**src/rtl/srout_pkg.sv**
```systemverilog
package srout_pkg;

  typedef enum logic [1:0] {
    CMD_IDLE  = 2'd0,
    CMD_READ  = 2'd1,
    CMD_WRITE = 2'd2
  } srout_cmd_e;

  // Write when the global strobe is active, or when the byte qualifier is
  // active together with at least one lane enable.
  function automatic srout_cmd_e srout_classify(input logic sel,
                                                input logic gw_n,
                                                input logic bw_n,
                                                input logic any_lane);
    if (!sel) return CMD_IDLE;
    if (!gw_n || (!bw_n && any_lane)) return CMD_WRITE;
    return CMD_READ;
  endfunction

  // Select the output-side valid flag for the active mode.
  function automatic logic srout_pick_valid(input logic pipe,
                                            input logic v_early,
                                            input logic v_late);
    return pipe ? v_late : v_early;
  endfunction

endpackage

```
**src/rtl/srout_cmd_decode.sv**
```systemverilog
module srout_cmd_decode
  import srout_pkg::*;
#(
  parameter int LANES = 4
) (
  input  logic             chip_sel,
  input  logic             gw_n,
  input  logic             bw_n,
  input  logic [LANES-1:0] be_n,
  output logic             rd_now,
  output logic             wr_now
);

  srout_cmd_e cmd;
  logic       any_lane;

  always_comb begin
    any_lane = ~&be_n;
    cmd      = srout_classify(chip_sel, gw_n, bw_n, any_lane);
    rd_now   = (cmd == CMD_READ);
    wr_now   = (cmd == CMD_WRITE);
  end

endmodule

```
**src/rtl/srout_valid_pipe.sv**
```systemverilog
module srout_valid_pipe
  import srout_pkg::*;
(
  input  logic clk,
  input  logic rst_n,
  input  logic pipe_mode,
  input  logic oe_n,
  input  logic rd_now,
  input  logic wr_now,
  output logic cap_en,
  output logic drive_en
);

  logic v_early;
  logic v_late;
  logic data_pending;

  always_ff @(posedge clk) begin
    if (!rst_n) begin
      v_early <= 1'b0;
      v_late  <= 1'b0;
    end else begin
      v_early <= rd_now;
      // A deselect moves through like a read (dual-cycle turn-off); a write
      // discards whatever is waiting in the output stage.
      v_late  <= wr_now ? 1'b0 : v_early;
    end
  end

  always_comb begin
    cap_en       = v_early;
    data_pending = srout_pick_valid(pipe_mode, v_early, v_late);
    drive_en     = data_pending & ~oe_n;
  end

  a_r2_read_marks: assert property (@(posedge clk) disable iff (!rst_n)
    rd_now |=> v_early);

  a_r4_dual_deselect: assert property (@(posedge clk) disable iff (!rst_n)
    (v_early && !rd_now && !wr_now) |=> v_late);

  a_r5_write_flush: assert property (@(posedge clk) disable iff (!rst_n)
    wr_now |=> (!v_early && !v_late));

endmodule

```
**src/rtl/srout_data_path.sv**
```systemverilog
module srout_data_path #(
  parameter int LANES  = 4,
  parameter int LANE_W = 9,
  localparam int DW    = LANES * LANE_W
) (
  input  logic             clk,
  input  logic             rst_n,
  input  logic             pipe_mode,
  input  logic             cap_en,
  input  logic             drive_en,
  input  logic [DW-1:0]    arr_rdata,
  output logic [DW-1:0]    dq_out,
  output logic [LANES-1:0] dq_oe
);

  for (genvar g = 0; g < LANES; g++) begin : g_lane
    logic [LANE_W-1:0] lane_q;
    logic [LANE_W-1:0] lane_src;

    always_ff @(posedge clk) begin
      if (!rst_n)      lane_q <= '0;
      else if (cap_en) lane_q <= arr_rdata[g*LANE_W +: LANE_W];
    end

    always_comb begin
      lane_src = pipe_mode ? lane_q : arr_rdata[g*LANE_W +: LANE_W];
      dq_out[g*LANE_W +: LANE_W] = drive_en ? lane_src : '0;
      dq_oe[g] = drive_en;
    end

    a_r8_lane_quiet: assert property (@(posedge clk) disable iff (!rst_n)
      !dq_oe[g] |-> (dq_out[g*LANE_W +: LANE_W] == '0));
  end

endmodule

```
**src/rtl/srout_read_stage.sv**
```systemverilog
module srout_read_stage #(
  parameter int LANES  = 4,
  parameter int LANE_W = 9,
  localparam int DW    = LANES * LANE_W
) (
  input  logic             clk,
  input  logic             rst_n,
  input  logic             pipe_mode,
  input  logic             chip_sel,
  input  logic             gw_n,
  input  logic             bw_n,
  input  logic [LANES-1:0] be_n,
  input  logic             oe_n,
  input  logic [DW-1:0]    arr_rdata,
  output logic [DW-1:0]    dq_out,
  output logic [LANES-1:0] dq_oe
);

  logic rd_now;
  logic wr_now;
  logic cap_en;
  logic drive_en;

  srout_cmd_decode #(.LANES(LANES)) u_dec (
    .chip_sel (chip_sel),
    .gw_n     (gw_n),
    .bw_n     (bw_n),
    .be_n     (be_n),
    .rd_now   (rd_now),
    .wr_now   (wr_now)
  );

  srout_valid_pipe u_vld (
    .clk       (clk),
    .rst_n     (rst_n),
    .pipe_mode (pipe_mode),
    .oe_n      (oe_n),
    .rd_now    (rd_now),
    .wr_now    (wr_now),
    .cap_en    (cap_en),
    .drive_en  (drive_en)
  );

  srout_data_path #(.LANES(LANES), .LANE_W(LANE_W)) u_dp (
    .clk       (clk),
    .rst_n     (rst_n),
    .pipe_mode (pipe_mode),
    .cap_en    (cap_en),
    .drive_en  (drive_en),
    .arr_rdata (arr_rdata),
    .dq_out    (dq_out),
    .dq_oe     (dq_oe)
  );

  a_r7_oe_forces_off: assert property (@(posedge clk) disable iff (!rst_n)
    oe_n |-> (dq_oe == '0));

  a_r8_lanes_together: assert property (@(posedge clk) disable iff (!rst_n)
    (dq_oe == '0) || (dq_oe == '1));

  a_r6_never_both: assert property (@(posedge clk) disable iff (!rst_n)
    !(rd_now && wr_now));

endmodule

```
**config.mk**
```make
export PLATFORM = sky130hd
export DESIGN_NAME = srout_read_stage
export DESIGN_NICKNAME = d
export VERILOG_FILES = /design/src/rtl/srout_pkg.sv /design/src/rtl/srout_cmd_decode.sv /design/src/rtl/srout_valid_pipe.sv /design/src/rtl/srout_data_path.sv /design/src/rtl/srout_read_stage.sv
export SDC_FILE = /design/constraint.sdc
export NUM_CORES = 1
export LEC_CHECK = 0
export BUFFER_PORTS_ARGS = -buffer_cell sky130_fd_sc_hd__buf_4
export CORE_MARGIN = 2
export CORE_UTILIZATION = 51
export CTS_BUF_LIST = sky130_fd_sc_hd__clkbuf_2
export CTS_CLUSTER_DIAMETER = 120
export CTS_CLUSTER_SIZE = 24
export DETAILED_ROUTE_END_ITERATION = 8
export PLACE_DENSITY_LB_ADDON = 0.2
export SYNTH_ARGS = -nofsm -noshare
export SYNTH_HDL_FRONTEND = slang
export SYNTH_SLANG_ARGS = --single-unit
```
**constraint.sdc**
```tcl
create_clock -name clk -period 1.18 [get_ports clk]
set_input_delay 0.059 -clock clk [delete_from_list [all_inputs] [get_ports clk]]
set_output_delay 0.059 -clock clk [all_outputs]
set_load 0.05 [all_outputs]
```
# Word-level counts from Yosys, hierarchy flattened
# Index checks and enable logic that the tools add are counted.
[totals]
ff_bits = 38
output_inout_bits = 40
elab_cells = 33
[classes]
n_eq_ne = 2
n_mux = 15
bitwise = 3
n_reduce_logical = 7
[ops]
columns = ["op", "n"]
rows = [
  ["$mux 9", 8],
  ["$mux 2", 4],
  ["$reduce_and 4->1", 1],
  ["$logic_not 1->1", 3],
  ["$mux 1", 3],
  ["$eq 2x1->1 const B", 1],
  ["$eq 2x2->1 const B", 1],
  ["$not 1->1", 2],
  ["$reduce_or 2->1", 1],
  ["$and 1x1->1", 1],
  ["$logic_and 1x1->1", 1],
  ["$logic_or 1x1->1", 1],
]

# Longest topological paths before layout
[logic_depth]
depth_word = 10
ltp_mapped = 5
depth_no_buf = 2

# Cells and area by module
# From an unflattened synthesis, not the netlist that was laid out.
[unflattened]
cells_unflattened = 207
area_unflattened_um2 = 2179.6
[by_module_without_submodules]
columns = ["module", "n_inst", "cells_each", "area_each_um2", "seq_area_each_um2"]
rows = [
  ["srout_data_path", 1, 198, 2087.0, 720.7],
  ["srout_valid_pipe", 1, 6, 68.8, 40.0],
  ["srout_cmd_decode", 1, 3, 23.8, 0.0],
]

# Worst setup path before layout
# OpenSTA, ideal clock, no wires.
[synth_path]
path_type = "register -> output"
startpoint = "register u_vld.v_early (netlist: u_vld.cap_en)"
endpoint = "output dq_out[17]"
arrival_ns = 1.574
setup_slack_ns = -0.453
path_stages_with_launch = 3
path_cell_list = "dfxtp_1 -> mux2i_4 -> nor3_1"
[synth_between]
elab_chain_len = 3
[synth_lines]
columns = ["item", "line", "text"]
rows = [
  ["start, declared", "srout_valid_pipe.sv:14", "logic v_early;"],
  ["start signal, assigned", "srout_valid_pipe.sv:23", "v_early <= rd_now;"],
  ["$mux 1", "srout_pkg.sv:24", "return pipe ? v_late : v_early;"],
  ["$and 1x1->1", "srout_valid_pipe.sv:33", "drive_en = data_pending & ~oe_n;"],
  ["$mux 9", "srout_data_path.sv:27", "dq_out[g*LANE_W +: LANE_W] = drive_en ? lane_src : '0;"],
  ["end, declared", "srout_read_stage.sv:15", "output logic [DW-1:0] dq_out,"],
]
# Every way passes these cells.

# Worst setup path in the final report
[layout_path]
startpoint = "register u_vld.v_early (netlist: u_vld.cap_en)"
endpoint = "output dq_out[33]"
# The elaborated chain is that of the path after synthesis.

==> flow_summary_export.csv <==
group,metric,value,unit
outcome,violations,"setup timing",
drt,vias,2207,
timing,finalHoldViolCount,0,
clock_tree,clk_pin_slew,200,ps
placement,dp_hpwl,3620,um
clock_tree,cts_sinks,38,
critical_path,cp-start-kind,"flip-flop",
global_routing,grt_pass1_wl,11400,um
timing,rsz0062_at_grt,"yes",
synthesis,synth_top_area_share,33.6,%
global_routing,antenna_found_initial,0,
synthesis,synth_cells,214,
clock_tree,numCtsBuffers,5,
pwr,switching_share,31.3,%
synthesis,synth_edf_count,0,
floorplan,dieWidth,70.6,um
critical_path,worst_path_most_repeated_cell,"buf_6",
global_routing,grt_max_degree,31,
critical_path,endpoint_kind,"primary output",
floorplan,initial_core_util,52.3,%
synthesis,synthTopCellsByArea,"dfxtp_1 34%, mux2i_1 32%, nor3_2 13%",
timing,worst_slack,-440,ps
critical_path,critical_path_class,"flip-flop to primary output",
timing,fin_crit_sh,137,%
synthesis,syn_area_per_cell,10.6,sq um
pwr,vdd.ir_drop.worst,0.770,mV
timing,period_needed,1620,ps
pwr,pwr-share-seq,49.6,%
floorplan,dieArea,4980,sq um
global_routing,grt.overflow.total,0,
synthesis,syn_nets,261,
synthesis,async_flop_share,0,%
critical_path,rrSetupSlack,-10,ps
pwr,power_leakage,1.62,nW
drt,routed_wl,7990,um
synthesis,synth_seq_cells,38,
drt,drcViolationCount,0,
drt,first_iter_violations,134,
critical_path,crit_buf_inv,3,
critical_path,ff2ff_path_depth,4,
critical_path,worstReg2RegStart,"u_vld.cap_en",
critical_path,cp_slowest_cell,"dfxtp_2",
critical_path,max_stage_delay,390,ps
pwr,comb_power_share,27.5,%
clock_tree,cts_buffer_depth,2,
pwr,power_density,693,nW/um^2
timing,hold_ws,28.5,ps
drt,ant_nets,0,
drt,first_pass_iters,4,
critical_path,crit_family,"buffers and inverters",
pwr,clkPwrFrac,22.9,%
placement,port_buffers,86,
min_path,hold_depth,3,
synthesis,synth.distinct_cells,18,
synthesis,synthTopCellsByCount,"72 x mux2i_1, 38 x dfxtp_1, 37 x nor2b_1",
critical_path,arrival,1560,ps
timing,slew_headroom,74.3,%
timing,worst_slew_pin_slew,375,ps
clock_tree,clk_latency,400,ps
floorplan,die_y,70.6,um
synthesis,ys.flop_type,"dfxtp_1",
floorplan,ios,87,
run,cap_violations,0,
critical_path,crit_fanout,5,
drt,viasPerCell,5.59,
synthesis,netlist_area,2260,sq um
placement,pre_cts_ws,17.8,ps
clock_tree,htreeDepth,2,
pwr,p_int,1.85,mW
min_path,holdPathEnd,"u_vld.v_late",
layout,num-fill-cells,187,
timing,setup_viol,41,
pwr,power.switching,843,uW
synthesis,ys_seq_area_share,33.6,%
min_path,hp-class,"primary input to flip-flop",
timing,final_max_slew_viol_count,0,
outcome,status,"finished with violations",
global_routing,grt_pass1_vias,2383,
placement,place.gp.congestion,0.691,
synthesis,yosysWarningCount,0,
layout,areaGrowthSynthToFinish,72.0,%
layout,diodes,0,
floorplan,rows,24,
layout,nets,390,
pwr,total_power,2.69,mW
drt,wl_per_cell,20.2,um
timing,clock_skew,10.0,ps
global_routing,gr-usage-all-layers,29.2,%
layout,drive_gt1_share,44.0,%
critical_path,crit_chain,"mux2i_4 > buf_6 > clkbuf_16 > nor3_4 > buf_6",
synthesis,synth.most_common_cell,"mux2i_1",
synthesis,synth_top_cell_by_area,"dfxtp_1",
min_path,hold_start,"rst_n",
critical_path,r2r-end,"u_dp.g_lane[1].lane_q[5]",
clock_tree,clock-root-buffer,"clkbuf_2",
critical_path,required,1120,ps
floorplan,core,4320,sq um
clock_tree,tritoncts,"built",
timing,fmax,617,MHz
worst min-delay path, stage by stage:
cell and delay [ps]:
buf_4 200, nand2_1 120, a311oi_1 40
worst max-delay path by stage:
| stage | startpoint | endpoint | slack [ps] | cells after the start |
|---|---|---|---|---|
| finish | u_vld.cap_en | dq_out[33] | -440 | 5 |
| CTS | u_vld.cap_en | dq_out[35] | -360 | 5 |
| global route | u_vld.cap_en | dq_out[33] | -480 | 5 |
| detailed placement | u_vld.cap_en | dq_out[28] | 20 | 4 |
| floorplan | u_vld.cap_en | dq_out[0] | -200 | 3 |
| global placement | u_vld.cap_en | dq_out[35] | 30 | 4 |
cell usage in the layout (no fill, tap or decap):
cell type      Yosys  routed
buf_4              6      62
buf_16             0       2
nor3_4             0      26
nand2_1            1       1
nor2_4             0       1
nand3_1            1       1
nor2b_1           37      37
dlygate4sd3_1      0      44
clkbuf_16          0       2
inv_1              1       1
a311oi_1           1       1
buf_12             0       6
dfxtp_2            0       2
nand4_1            1       1
nor3_2            29      10
mux2i_1           72      70
clkbuf_2           1       7
dfxtp_1           38      36
buf_6              7      29
a21oi_2            0       1
mux2i_4            1       3
final cells by class:
cell class / instances / area [sq um] / area share, %
well taps: 52 / 65.1 / 1.67
inverters: 1 / 3.75 / 0.0965
flip-flops and latches: 38 / 763 / 19.6
multi-input cells: 152 / 1570 / 40.3
clock buffers: 7 / 35.0 / 0.900
repair buffers: 145 / 1460 / 37.5
metal layers:
metal / vias to the layer above / global-route usage [%] / wire length [um]
li1: 1015 / - / -
met1: 1089 / 31.5 / 2990
met2: 90 / 55.9 / 4360
met3: 13 / 5.27 / 530
met4: 0 / 12.2 / 116
met5: - / 0 / 0
metrics by stage:
stage / setup TNS, ps / instances / util (%) / area [sq um]
2_1_floorplan: -2350 / 214 / - / 2430
3_3_place_gp: 0 / 338 / 71.7 / 3100
3_5_place_dp: 0 / 338 / 71.7 / 3100
4_1_cts: -12950 / 393 / 87.4 / 3780
5_1_grt: -17710 / 395 / 90.0 / 3890
6_report: -15920 / 395 / 90.0 / 3890
what timing repair did:
action,4_1_cts,5_1_grt
endpoints found under the hold margin,38,0
pin swaps,1,8
hold buffers,44,0
cloned,2,2
buffers inserted,3,0
resized for setup,39,12
setup endpoints to repair,40,68
sequential cells by signal, summed over array words and instances (netlist names):
signal	cells
u_dp.g_lane.lane_q	36
u_vld.cap_en	1
u_vld.v_late	1
cells by family (layout without fill, tap and decap cells):
| family | after synthesis | in the layout | share of synthesized area (%) |
|---|---|---|---|
| compound gates | 2 | 2 | 0.608 |
| flops | 38 | 38 | 33.6 |
| buf+inv | 24 | 153 | 7.47 |
| mux | 73 | 73 | 32.9 |
| simple gates | 77 | 77 | 25.4 |
power by group through the flow:
stage / Clock (mW) / Combinational [mW] / Sequential [mW]
floorplan: 0 / 0.342 / 1.35
global placement: 0 / 0.535 / 1.35
detailed placement: 0 / 0.543 / 1.36
CTS: 0.576 / 0.683 / 1.33
global route: 0.664 / 0.780 / 1.34
finish: 0.617 / 0.742 / 1.34
Power figures use the tool's default switching activity.
